$ cat config.mk
export PLATFORM = sky130hd
export DESIGN_NAME = sar_scan_ctrl
export DESIGN_NICKNAME = d
export VERILOG_FILES = /design/src/rtl/sar_seq_pkg.sv /design/src/rtl/sar_trig_sel.sv /design/src/rtl/sar_chan_seq.sv /design/src/rtl/sar_conv_core.sv /design/src/rtl/sar_irq_flag.sv /design/src/rtl/sar_scan_ctrl.sv
export SDC_FILE = /design/constraint.sdc
export NUM_CORES = 1
export LEC_CHECK = 0
export ABC_AREA = 1
export BUFFER_PORTS_ARGS = -buffer_cell sky130_fd_sc_hd__buf_2
export CAP_MARGIN = 20
export CORE_AREA = 2 2 68 70
export DETAILED_ROUTE_END_ITERATION = 16
export DIE_AREA = 0 0 70 72
export PLACE_DENSITY_LB_ADDON = 0.1
export SKIP_LAST_GASP = 1
export SLEW_MARGIN = 20
export SYNTH_ARGS = -nofsm -noshare
export SYNTH_HDL_FRONTEND = slang
export SYNTH_SLANG_ARGS = --single-unit
$ cat constraint.sdc
create_clock -name clk -period 2.01 [get_ports clk]
set_clock_uncertainty 0.1 [all_clocks]
set_input_delay 0.1005 -clock clk [delete_from_list [all_inputs] [get_ports clk]]
set_output_delay 0.1005 -clock clk [all_outputs]
set_load 0.02 [all_outputs]
$ cat src/rtl/sar_seq_pkg.sv
package sar_seq_pkg;
  typedef enum logic [1:0] {
    PH_IDLE   = 2'd0,
    PH_SAMPLE = 2'd1,
    PH_TRIAL  = 2'd2,
    PH_HOLD   = 2'd3
  } conv_ph_e;

  localparam logic [1:0] EXT_RELOAD_BIT = 2'b01;
  localparam logic [1:0] EXT_ZERO_BIT   = 2'b10;
endpackage

$ cat src/rtl/sar_trig_sel.sv
module sar_trig_sel (
  input  logic       busy_i,
  input  logic [1:0] ext_sel_i,
  input  logic       sw_start_i,
  input  logic       reload_i,
  input  logic       zero_i,
  output logic       go_o
);
  import sar_seq_pkg::*;

  logic ext_hit;

  // a timer event counts only when its selection bit is set
  assign ext_hit = (reload_i && ((ext_sel_i & EXT_RELOAD_BIT) != 2'b00)) ||
                   (zero_i   && ((ext_sel_i & EXT_ZERO_BIT)   != 2'b00));

  // requests arriving during a scan are dropped
  assign go_o = !busy_i && (sw_start_i || ext_hit);
endmodule

$ cat src/rtl/sar_chan_seq.sv
module sar_chan_seq #(
  parameter int CH_W = 3
) (
  input  logic            clk,
  input  logic            rst_n,
  input  logic            load_i,
  input  logic            adv_i,
  input  logic [CH_W-1:0] first_i,
  input  logic [CH_W-1:0] last_i,
  output logic [CH_W-1:0] ch_o,
  output logic            at_end_o
);
  logic [CH_W-1:0] ch_q;

  always_ff @(posedge clk or negedge rst_n) begin
    if (!rst_n)      ch_q <= '0;
    else if (load_i) ch_q <= first_i;
    else if (adv_i)  ch_q <= ch_q + CH_W'(1);  // natural wrap past the top channel
  end

  assign ch_o     = ch_q;
  assign at_end_o = (ch_q == last_i);

  AST_NO_STEP_PAST_END: assert property (@(posedge clk) disable iff (!rst_n)
    adv_i |-> !at_end_o);
endmodule

$ cat src/rtl/sar_conv_core.sv
module sar_conv_core #(
  parameter int RES_W      = 10,
  parameter int RES_NARROW = 8,
  parameter int SMP_W      = 8,
  parameter int CMP_W      = 4
) (
  input  logic             clk,
  input  logic             rst_n,
  input  logic             start_i,
  input  logic             res10_i,
  input  logic [SMP_W-1:0] smp_len_i,
  input  logic [CMP_W-1:0] cmp_len_i,
  input  logic             cmp_gt_i,
  input  logic             res_ready_i,
  output logic             sample_o,
  output logic [RES_W-1:0] dac_code_o,
  output logic             res_valid_o,
  output logic [RES_W-1:0] res_data_o,
  output logic             done_o,
  output logic             hs_o
);
  import sar_seq_pkg::*;

  localparam int CNT_W = (SMP_W > CMP_W) ? SMP_W : CMP_W;
  localparam int IDX_W = $clog2(RES_W);

  conv_ph_e         ph;
  logic [CNT_W-1:0] cnt;
  logic [IDX_W-1:0] bit_idx;
  logic [IDX_W-1:0] msb_idx;
  logic [RES_W-1:0] code;
  logic [RES_W-1:0] kept;
  logic             last_cyc;

  assign msb_idx  = res10_i ? IDX_W'(RES_W - 1) : IDX_W'(RES_NARROW - 1);
  assign last_cyc = (cnt == '0);

  // the comparator decides the bit under trial
  always_comb begin
    kept          = code;
    kept[bit_idx] = cmp_gt_i;
  end

  always_ff @(posedge clk or negedge rst_n) begin
    if (!rst_n) begin
      ph      <= PH_IDLE;
      cnt     <= '0;
      bit_idx <= '0;
      code    <= '0;
    end else if (start_i) begin
      ph   <= PH_SAMPLE;
      cnt  <= CNT_W'(smp_len_i);
      code <= '0;
    end else begin
      unique case (ph)
        PH_SAMPLE: begin
          if (last_cyc) begin
            ph      <= PH_TRIAL;
            bit_idx <= msb_idx;
            code    <= RES_W'(1) << msb_idx;
            cnt     <= CNT_W'(cmp_len_i);
          end else begin
            cnt <= cnt - CNT_W'(1);
          end
        end
        PH_TRIAL: begin
          if (last_cyc) begin
            cnt <= CNT_W'(cmp_len_i);
            if (bit_idx == '0) begin
              ph   <= PH_HOLD;
              code <= kept;
            end else begin
              bit_idx <= bit_idx - IDX_W'(1);
              code    <= kept | (RES_W'(1) << (bit_idx - IDX_W'(1)));
            end
          end else begin
            cnt <= cnt - CNT_W'(1);
          end
        end
        PH_HOLD: begin
          if (res_ready_i) ph <= PH_IDLE;
        end
        default: ;
      endcase
    end
  end

  assign sample_o    = (ph == PH_SAMPLE);
  assign dac_code_o  = (ph == PH_TRIAL) ? code : '0;
  assign res_valid_o = (ph == PH_HOLD);
  assign res_data_o  = code;
  assign done_o      = (ph == PH_TRIAL) && last_cyc && (bit_idx == '0);
  assign hs_o        = (ph == PH_HOLD) && res_ready_i;

  AST_TRIAL_BIT_SET: assert property (@(posedge clk) disable iff (!rst_n)
    (ph == PH_TRIAL) |-> code[bit_idx]);
  AST_RESULT_HELD: assert property (@(posedge clk) disable iff (!rst_n)
    (res_valid_o && !res_ready_i && !start_i) |=> (res_valid_o && $stable(res_data_o)));
  AST_NARROW_TOP_ZERO: assert property (@(posedge clk) disable iff (!rst_n)
    (res_valid_o && !res10_i) |-> (res_data_o[RES_W-1:RES_NARROW] == '0));
  AST_SAMPLE_BEFORE_TRIAL: assert property (@(posedge clk) disable iff (!rst_n)
    ((ph == PH_TRIAL) && !$past(ph == PH_TRIAL)) |-> $past(sample_o));
endmodule

$ cat src/rtl/sar_irq_flag.sv
module sar_irq_flag (
  input  logic clk,
  input  logic rst_n,
  input  logic set_i,
  input  logic clr_i,
  input  logic en_i,
  output logic flag_o,
  output logic irq_o
);
  logic flag_q;

  always_ff @(posedge clk or negedge rst_n) begin
    if (!rst_n)     flag_q <= 1'b0;
    else if (set_i) flag_q <= 1'b1;  // a new result beats a clear in the same cycle
    else if (clr_i) flag_q <= 1'b0;
  end

  assign flag_o = flag_q;
  assign irq_o  = flag_q && en_i;

  AST_FLAG_STICKY: assert property (@(posedge clk) disable iff (!rst_n)
    (flag_q && !clr_i) |=> flag_q);
endmodule

$ cat src/rtl/sar_scan_ctrl.sv
module sar_scan_ctrl #(
  parameter int CH_W       = 3,
  parameter int RES_W      = 10,
  parameter int RES_NARROW = 8,
  parameter int SMP_W      = 8,
  parameter int CMP_W      = 4
) (
  input  logic             clk,
  input  logic             rst_n,
  input  logic [CH_W-1:0]  cfg_first_ch,
  input  logic [CH_W-1:0]  cfg_last_ch,
  input  logic             cfg_res10,
  input  logic [SMP_W-1:0] cfg_smp_len,
  input  logic [CMP_W-1:0] cfg_cmp_len,
  input  logic [1:0]       cfg_ext_sel,
  input  logic             sw_start,
  input  logic             tmr_reload_pulse,
  input  logic             tmr_zero_pulse,
  input  logic             irq_en,
  input  logic             irq_clr,
  output logic             busy_o,
  output logic             irq_flag_o,
  output logic             irq_o,
  output logic [CH_W-1:0]  ch_sel_o,
  output logic             sh_sample_o,
  output logic [RES_W-1:0] dac_code_o,
  input  logic             cmp_gt_i,
  output logic             res_valid_o,
  input  logic             res_ready_i,
  output logic [CH_W-1:0]  res_ch_o,
  output logic [RES_W-1:0] res_data_o
);
  logic busy_q;
  logic go;
  logic hs;
  logic at_end;
  logic done;
  logic conv_start;
  logic ch_adv;
  logic [CH_W-1:0] ch;

  sar_trig_sel u_trig (
    .busy_i     (busy_q),
    .ext_sel_i  (cfg_ext_sel),
    .sw_start_i (sw_start),
    .reload_i   (tmr_reload_pulse),
    .zero_i     (tmr_zero_pulse),
    .go_o       (go)
  );

  assign ch_adv     = hs && !at_end;
  assign conv_start = go || ch_adv;

  sar_chan_seq #(.CH_W(CH_W)) u_chan (
    .clk      (clk),
    .rst_n    (rst_n),
    .load_i   (go),
    .adv_i    (ch_adv),
    .first_i  (cfg_first_ch),
    .last_i   (cfg_last_ch),
    .ch_o     (ch),
    .at_end_o (at_end)
  );

  sar_conv_core #(
    .RES_W      (RES_W),
    .RES_NARROW (RES_NARROW),
    .SMP_W      (SMP_W),
    .CMP_W      (CMP_W)
  ) u_core (
    .clk         (clk),
    .rst_n       (rst_n),
    .start_i     (conv_start),
    .res10_i     (cfg_res10),
    .smp_len_i   (cfg_smp_len),
    .cmp_len_i   (cfg_cmp_len),
    .cmp_gt_i    (cmp_gt_i),
    .res_ready_i (res_ready_i),
    .sample_o    (sh_sample_o),
    .dac_code_o  (dac_code_o),
    .res_valid_o (res_valid_o),
    .res_data_o  (res_data_o),
    .done_o      (done),
    .hs_o        (hs)
  );

  sar_irq_flag u_irq (
    .clk    (clk),
    .rst_n  (rst_n),
    .set_i  (done),
    .clr_i  (irq_clr),
    .en_i   (irq_en),
    .flag_o (irq_flag_o),
    .irq_o  (irq_o)
  );

  always_ff @(posedge clk or negedge rst_n) begin
    if (!rst_n)             busy_q <= 1'b0;
    else if (go)            busy_q <= 1'b1;
    else if (hs && at_end)  busy_q <= 1'b0;
  end

  assign busy_o   = busy_q;
  assign ch_sel_o = ch;
  assign res_ch_o = ch;

  AST_FLAG_WITH_RESULT: assert property (@(posedge clk) disable iff (!rst_n)
    $rose(res_valid_o) |-> irq_flag_o);
  AST_BUSY_ENDS_ON_LAST: assert property (@(posedge clk) disable iff (!rst_n)
    $fell(busy_q) |-> $past(res_valid_o && res_ready_i && at_end));
  AST_IDLE_QUIET: assert property (@(posedge clk) disable iff (!rst_n)
    !busy_q |-> (!sh_sample_o && !res_valid_o));
  AST_NO_RESTART_WHEN_BUSY: assert property (@(posedge clk) disable iff (!rst_n)
    (busy_q && !res_valid_o && (sw_start || tmr_reload_pulse || tmr_zero_pulse)) |=> $stable(ch_sel_o));
endmodule

==> flow_metrics.tcl <==
set metrics [dict create \
    status "complete, no violations" \
    cts.path.max_buffers 2 \
    cp-startpoint "u_core.ph[1]" \
    placed_cell_area_sq_um 2549 \
    drtIter0Drc 128 \
    cts_sinks 29 \
    ir_drop_v 0.0008075 \
    r2r_setup_slack_ns 0.19 \
    diodes 0 \
    multi_input_area_sq_um 1249 \
    cts.clk_slew.worst_paths_ns 0.07 \
    overflow 0 \
    antenna_found_initial 0 \
    port_buffers 60 \
    min_period_ns 1.822 \
    hold_viol 0 \
    drc 0 \
    async_reset_ff_share_pct 100.0 \
    final.setup.worst_slack_ns 0.1882 \
    preCtsSetupSlack_ns 0.1773 \
    synth_edf_count 0 \
    ys_seq_elements 29 \
    ant_nets 0 \
    hold_ws_ns 0.02742 \
    hp-start "cfg_cmp_len[3]" \
    setup_viol 0 \
    rsz0062_at_grt "yes" \
    end_kind "register" \
    clkLatencyLatePin_ns 0.28 \
    final_area_sq_um 2750 \
    post-route-period-util_pct 90.64 \
    seq_area_frac_synth_pct 33.31 \
    synth_top_area_share_pct 33.31 \
    die_w_microns 70 \
    cap_violations 0 \
    final_nets 435 \
    grt_usage_pct 22.67 \
    viasPerCell 4.959 \
    cts_buffers 5 \
    floorplan.core_area_sq_um 4264 \
    grt_max_degree 30 \
    relSlewSlack_pct 54.13 \
    drive_gt1_share_pct 23.27 \
    h-tree-depth 2 \
    die_h_microns 72 \
    place.gp.congestion 0.9219 \
    grt_first_pass_wirelength_microns 9156 \
    power_density_nw_per_um2 1484 \
    hpwlAfterDp_microns 4030 \
    yosysMostFrequentCell "nand2_1" \
    synth.distinct_cells 32 \
    required_ns 2.13 \
    cts_tree "built" \
    start_kind "register" \
    dr.pass1.iters 4 \
    dieArea_sq_um 5040 \
    fmax_mhz 548.9 \
    io_pins 61 \
    fill_cells 388 \
    syn_to_final_growth_pct 26.25 \
    root_buffer "clkbuf_8" \
    syn-num-nets 357 \
    crit_fanout 17 \
    num_vias 2197 \
    min_path_type "input pin to register" \
    synth_warnings 0 \
    synth-main-ff-cell "dfrtp_1" \
    total_power_mw 4.082 \
    grt_pass1_vias 2047 \
    synth_area_sq_um 2178 \
    leakagePower_nw 1.522 \
    synth_common_cells "nand2_1 (97), inv_1 (38), dfrtp_1 (29)" \
    rows 24 \
    yosys.area.top_type "dfrtp_1" \
    seq_area_sq_um 725.7 \
    post_drt_wl_per_cell_microns 11.99 \
    syn_avg_cell_area_sq_um 6.960 \
    initial_core_util_pct 51.09 \
    critPathKind "register to register" \
    ys_top_cells_by_area "dfrtp_1 (33%), nand2_1 (17%), ha_1 (8.0%)" \
    arrival_ns 1.94 \
    worstReg2RegStart "u_core.ph[1]" \
    tightest_slew_ns 0.6880 \
    slew_violations 0 \
    drt-total-wl_microns 5312 \
    netlist_instances 313 \
]
==> repair_timing <==
item,in CTS,in global routing
endpoints found under the hold margin,39,0
endpoints found under the setup margin,0,2
buffers inserted,0,0
hold buffers,11,0
gates resized for setup,0,1
==> layout make-up <==
cell class | count | area share [%]
Tap cell | 52 | 2.366
Clock buffer | 7 | 3.139
Inverter | 41 | 5.596
Multi-Input combinational cell | 235 | 45.40
Timing Repair Buffer | 79 | 17.11
Sequential cell | 29 | 26.39
==> per-stage QoR <==
step / utilization [%] / std cells / setup TNS, ns
after floorplan: - / 313 / 0
after global placement: 59.77 / 425 / 0
after detailed placement: 59.77 / 425 / 0
after CTS: 64.38 / 443 / 0
after global routing: 64.50 / 443 / -0.004196
final: 64.50 / 443 / 0
==> sequential cells by signal, summed over array words and instances, names as in the netlist <==
| register | count |
|---|---|
| u_chan.ch_o | 3 |
| u_core.cnt | 8 |
| u_core.res_data_o | 10 |
| u_core.ph | 2 |
| u_irq.flag_o | 1 |
| u_core.bit_idx | 4 |
| busy_o | 1 |
==> cell families (layout without fill, tap and decap cells) <==
| logic type | count (synthesis) | count (layout) | share of synthesized area (%) |
|---|---|---|---|
| buf+inv | 49 | 127 | 9.592 |
| xor+xnor | 7 | 7 | 3.159 |
| compound gates | 45 | 45 | 11.37 |
| fa+ha+maj | 14 | 14 | 8.041 |
| simple gates | 169 | 169 | 34.52 |
| flops | 29 | 29 | 33.31 |
==> worst paths after layout <==
| path | to | depth (start not counted) |
|---|---|---|
| hold / removal | u_core.cnt[3] | 5 |
| max in group asynchronous | u_core.res_data_o[0] | 2 |
| hold reg to reg | u_core.cnt[1] | 2 |
| setup / recovery | u_core.cnt[7] | 9 |
| setup reg to reg | u_core.cnt[7] | 9 |
| min in group asynchronous | u_core.ph[1] | 2 |
==> metal layers <==
| layer | wire length (microns) | global-route usage, % |
|---|---|---|
| met5 | 0 | 0 |
| met4 | 63 | 5.769 |
| met3 | 209 | 4.028 |
| met2 | 2725 | 42.96 |
| met1 | 2314 | 26.54 |
==> critical path, stage by stage (launching register included) <==
cell and delay, ns:
dfrtp_1 0.43, ha_1 0.24, nand2_1 0.11, inv_1 0.07
nand2_2 0.11, nand2_4 0.15, nor2_2 0.19, buf_4 0.19
nand3_1 0.08, nand3_1 0.08
==> report_power, final <==
group / internal [mW] / switching, mW / leakage [nW] / total (mW)
clock network: 0.271 / 0.226 / 0.0443 / 0.497
registers: 0.802 / 0.238 / 0.369 / 1.04
logic: 0.934 / 1.61 / 1.11 / 2.55
==> cell usage in the layout (no fill, tap or decap), types with 3 or more instances in the layout <==
master and count:
a31oi_1 4, nand2_1 97, nor2_4 4, a21oi_1 6, dfrtp_1 29, nand2_2 3, clkbuf_8 6, inv_1 38
xor2_1 5, ha_1 14, buf_4 8, nand3_1 27, dlygate4sd3_1 11, nor2_2 3, o21ai_0 28, buf_2 60
nand4_1 6, nor2_1 22
Note: power is estimated with default switching activity, not from simulation.
